## src/rtl/postwr_queue.sv

```systemverilog
module postwr_queue #(
  parameter int ADDR_W = 32,
  parameter int WORD_W = 64,
  parameter int DEPTH  = 16
) (
  input  logic                  clk,
  input  logic                  rst_n,
  input  logic                  wr_valid,
  input  logic [ADDR_W-1:0]     wr_addr,
  input  logic [WORD_W-1:0]     wr_data,
  output logic                  wr_full,
  input  logic                  rd_pending,
  input  logic [ADDR_W-1:0]     rd_addr,
  output logic                  rd_hold,
  output logic                  mem_req,
  input  logic                  mem_gnt,
  output logic [ADDR_W-2:0]     mem_addr,
  output logic [2*WORD_W-1:0]   mem_data,
  output logic [WORD_W/4-1:0]   mem_be
);
  localparam int PW = $clog2(DEPTH);
  localparam int BE_W = WORD_W / 4;
  localparam int HB = BE_W / 2;
  localparam logic [PW:0] FULL_CNT = (PW+1)'(DEPTH);

  logic [ADDR_W-1:0] addr_q [DEPTH];
  logic [WORD_W-1:0] data_q [DEPTH];
  logic [PW-1:0] head, tail, head1;
  logic [PW:0]   count, npop;
  logic [DEPTH-1:0] hit;
  logic push, pop, pair, odd;

  assign head1   = head + 1'b1;
  assign wr_full = count == FULL_CNT;
  assign push    = wr_valid && !wr_full;

  for (genvar g = 0; g < DEPTH; g++) begin : g_hit
    logic [PW-1:0] off;
    assign off    = PW'(g) - head;
    assign hit[g] = ({1'b0, off} < count) &&
                    (addr_q[g][ADDR_W-1:1] == rd_addr[ADDR_W-1:1]);
  end

  assign rd_hold = rd_pending && |hit;
  assign mem_req = (count != '0) && (!rd_pending || rd_hold);

  assign odd  = addr_q[head][0];
  assign pair = (count >= (PW+1)'(2)) && !odd &&
                (addr_q[head1] == addr_q[head] + ADDR_W'(1));

  assign mem_addr = addr_q[head][ADDR_W-1:1];
  assign mem_data = pair ? {data_q[head1], data_q[head]} :
                    odd  ? {data_q[head], WORD_W'(0)} :
                           {WORD_W'(0), data_q[head]};
  assign mem_be   = pair ? {BE_W{1'b1}} :
                    odd  ? {{HB{1'b1}}, {HB{1'b0}}} :
                           {{HB{1'b0}}, {HB{1'b1}}};

  assign pop  = mem_req && mem_gnt;
  assign npop = !pop ? '0 : pair ? (PW+1)'(2) : (PW+1)'(1);

  always_ff @(posedge clk) begin
    if (push) begin
      addr_q[tail] <= wr_addr;
      data_q[tail] <= wr_data;
    end
  end

  always_ff @(posedge clk) begin
    if (!rst_n) begin
      head  <= '0;
      tail  <= '0;
      count <= '0;
    end else begin
      if (push) tail <= tail + 1'b1;
      head  <= head + npop[PW-1:0];
      count <= count + {{PW{1'b0}}, push} - npop;
    end
  end
endmodule

```

## config.mk

```make
export PLATFORM = sky130hd
export DESIGN_NAME = postwr_queue
export DESIGN_NICKNAME = d
export VERILOG_FILES = /design/src/rtl/postwr_queue.sv
export SDC_FILE = /design/constraint.sdc
export NUM_CORES = 2
export LEC_CHECK = 0
export BUFFER_PORTS_ARGS = -buffer_cell sky130_fd_sc_hd__buf_4
export CAP_MARGIN = 5
export CORE_UTILIZATION = 35
export CTS_BUF_LIST = sky130_fd_sc_hd__clkbuf_4
export DETAILED_ROUTE_END_ITERATION = 6
export PLACE_DENSITY = 0.5
export SLEW_MARGIN = 10
export SYNTH_ARGS = -nofsm -noshare
export SYNTH_HDL_FRONTEND = slang
export SYNTH_SLANG_ARGS = --single-unit
```

## constraint.sdc

```tcl
create_clock -name clk -period 11.2 [get_ports clk]
set_input_delay 1.68 -clock clk [delete_from_list [all_inputs] [get_ports clk]]
set_output_delay 1.68 -clock clk [all_outputs]
set_load 0.02 [all_outputs]
```

==> flow_metrics.py <==
metrics = {
    "status": {
        "status": "finished, final reports clean",
    },
    "place": {
        "portBuffers": 309,
        "place_area_um2": 85300,
        "gp_congestion": 1.02,
        "hpwl_um": 183000,
    },
    "pwr": {
        "p_sw_mw": 5.43,
        "seq_power_share_pct": 39.9,
        "clockPowerShare_pct": 29.4,
        "power_frac_comb_pct": 30.7,
        "powerDensity_nw_per_um2": 186,
        "ir_drop_uv": 171,
        "swShare_pct": 32.3,
        "p_leak_nw": 28.2,
        "cellInternalPower_mw": 11.4,
    },
    "route": {
        "vias_per_cell": 5.97,
        "drtPass1Iterations": 5,
        "wl_per_cell_um": 35.4,
        "vias": 48456,
        "drc": 0,
        "antenna_left": 0,
        "wl_um": 287000,
        "drt_iter0_drc": 5712,
    },
    "global_route": {
        "grt_pass1_vias": 48371,
        "overflow": 0,
        "antenna_found_initial": 47,
        "grt_pass1_wl_um": 395000,
        "grtUsageTotal_pct": 24.7,
        "grt_max_degree": 140,
    },
    "finish": {
        "syn_to_final_growth_pct": 13.1,
        "fin_area_um2": 90400,
        "layout.nets": 4988,
        "drive_gt1_share_pct": 39.9,
    },
    "setup_path": {
        "reg2reg_depth": 23,
        "start_kind": "register",
        "cp_cell_sequence": "inv_1 > ha_4 > buf_4 > mux4_2 > a22o_1 > a221oi_1 > xor2_1 > o211a_1 > o211ai_1 > nor4_1 > nand4bb_4 > buf_4 > o21ai_2 > buf_4",
        "crit_type": "register to output pin",
        "r2r-start": "head[1]",
        "timing.rr.end": "count[4]",
        "r2r_slack_ns": 2.73,
        "critPathArrivalTime_ns": 8.59,
        "critPathCaptureType": "output pin",
        "crit_path_max_fanout": 46,
        "cp.required_ns": 9.52,
        "slowest_stage": "ha_4",
        "path_common_cell": "buf_4",
        "critPathMaxStageDelay_ns": 0.85,
    },
    "sta": {
        "maxSlewHeadroom_pct": 5.23,
        "rsz0062_at_grt": "false",
        "fin_crit_ns": 10.27,
        "holdWs_ns": 0.525,
        "worst_slew_pin_slew_ns": 1.41,
        "hold_viol_final": 0,
        "setup_violations": 0,
        "drv_slew": 0,
        "skew_ns": 0.160,
        "fmax_mhz": 97.4,
        "fin_crit_sh_pct": 91.7,
        "tns_ns": 0,
    },
    "synthesis": {
        "ys_async_sr_fraction_pct": 0,
        "netlist.area_leader.share_pct": 57.7,
        "synth_top_family_by_area": "multiplexers",
        "synth-simple-area-share_pct": 4.08,
        "synth.cell_area_um2": 79900,
        "ys_seq_elements": 1549,
        "synth_edf_count": 1536,
        "synth_fa_ha_area_share_pct": 0.864,
        "synth.yosys.seq_area_share_pct": 58.0,
        "synth.avg_cell_area_um2": 18.6,
        "ys_top_cells_by_area": "edfxtp_1, mux4_2, xor2_1",
        "synth_flop_cell": "edfxtp_1",
        "muxShareOfSynthArea_pct": 26.2,
        "synth_cell_type_count": 89,
        "yosys_warnings": 0,
        "synth_compound_area_share_pct": 2.27,
        "synthCells": 4291,
        "yosysTopAreaCell": "edfxtp_1",
        "synthTopCellsByCount": "edfxtp_1, mux4_2, xor2_1",
        "synth_nets": 4478,
        "yosysMostFrequentCell": "edfxtp_1",
        "synth-xor-area-share_pct": 5.96,
    },
    "clocking": {
        "clkSlewWorstSetupHoldPaths_ns": 0.08,
        "cts_hold_buf": 0,
        "clock_path_buffers": 4,
        "clk_latency_ns": 1.43,
        "cts_buffers": 429,
        "cts_sinks": 1549,
        "htreeDepth": 5,
        "cts_root_buf": "clkbuf_4",
        "postCtsResizedCells": 0,
        "post_cts_buffers": 0,
        "cts_tree": "built",
    },
    "worst_hold_path": {
        "holdPathEnd": "data_q[4][59]",
        "hp-start": "wr_data[59]",
        "min_path_cells": 1,
        "hp-class": "input port to register",
    },
    "die": {
        "boundaryPins": 311,
        "row_count": 175,
        "initial_core_util_pct": 35.2,
        "fp.dieArea_um2": 230000,
        "die_width_um": 480,
        "core_area_um2": 227000,
        "dieHeight_um": 480,
    },
    "job": {
        "max_cap_viol_count": 0,
    },
}
## registers in the layout (all words and copies together) (netlist names)
register,count
count,5
data_q,1024
addr_q,512
head,4
tail,4
## worst max-delay path by stage
stage | startpoint | to | slack [ns] | cells past startpoint
finish | head[1] | mem_data[115] | 0.93 | 14
global route | head[1] | mem_be[14] | 0.62 | 13
CTS | head[1] | mem_data[115] | 0.80 | 14
detailed placement | head[1] | mem_data[115] | 2.43 | 14
global placement | head[1] | mem_data[115] | 2.41 | 14
floorplan | wr_valid | addr_q[3][0] | 1.79 | 4
## worst max-delay path, delay by kind of cell (launching register included)
family          cells  cell delay, ns
fa+ha+maj           1            0.85
simple gates        2            0.99
buf+inv             4            1.60
mux                 1            0.56
compound gates      5            1.39
xor+xnor            1            0.73
flops               1            0.84
## cells in the final DEF (no fill, tap or decap), drive strengths merged, types with 6 or more instances in the layout
master | netlist | routed
and2 | 77 | 77
nor3 | 22 | 22
edfxtp | 1536 | 1536
diode | 0 | 20
nand2b | 6 | 6
a21o | 12 | 12
o211ai | 8 | 8
dfxtp | 13 | 13
and3 | 13 | 13
a211oi | 9 | 9
nand2 | 132 | 132
nor4 | 103 | 103
a22oi | 57 | 57
ha | 52 | 52
clkbuf | 174 | 608
xnor2 | 209 | 209
mux4 | 921 | 921
or3 | 8 | 8
buf | 162 | 417
nand4 | 79 | 79
o21ai | 92 | 92
clkinv | 1 | 103
inv | 39 | 43
a31oi | 7 | 7
a21oi | 31 | 31
and4 | 6 | 6
nand3 | 80 | 80
xor2 | 334 | 334
nor2b | 8 | 8
nor2 | 30 | 30
## power groups by stage
stage	Clock (mW)	Sequential [mW]	Combinational (mW)
after floorplan	0	6.79	3.53
after global placement	0	6.81	5.19
after detailed placement	0	6.82	5.18
after CTS	5.08	6.69	5.20
after global routing	5.34	6.71	5.44
final	4.94	6.69	5.15
## cell type report
class                      count  area [µm²]
timing repair buffer         417        3240
multi-input combinational   2364       31700
inverter                      40         163
clock buffer                 608        4560
fill                       20774      137000
tap                         3009        3760
sequential                  1549       46400
clock inverter               108         475
antenna                       20        50.0
## routing by layer
layer / global-route usage, % / up-vias / part of all wire (%)
met2: 37.8 / 2623 / 46
met4: 11.5 / 44 / 4.6
met5: 0 / - / 0.098
met1: 33.3 / 25812 / 40
li1: - / 19378 / -
met3: 6.01 / 599 / 9.2
## cells by family (layout without fill, tap and decap cells)
| logic type | Yosys count | after routing |
|---|---|---|
| flops | 1549 | 1549 |
| mux | 925 | 925 |
| simple gates | 586 | 586 |
| xor+xnor | 543 | 543 |
| buf+inv | 378 | 1173 |
| compound gates | 256 | 256 |
| fa+ha+maj | 54 | 54 |
| other cells | 0 | 20 |
## through the flow
stage	utilization (%)	worst slack [ns]	std cells	power, mW
finish	39.8	0.930	8115	16.8
CTS	39.7	0.802	8095	17.0
detailed placement	37.5	2.43	7379	12.0
global placement	37.5	2.41	7379	12.0
global route	39.8	0.621	8111	17.5
floorplan	-	1.79	4291	10.3
No activity file was read; power rests on OpenSTA's default activity.
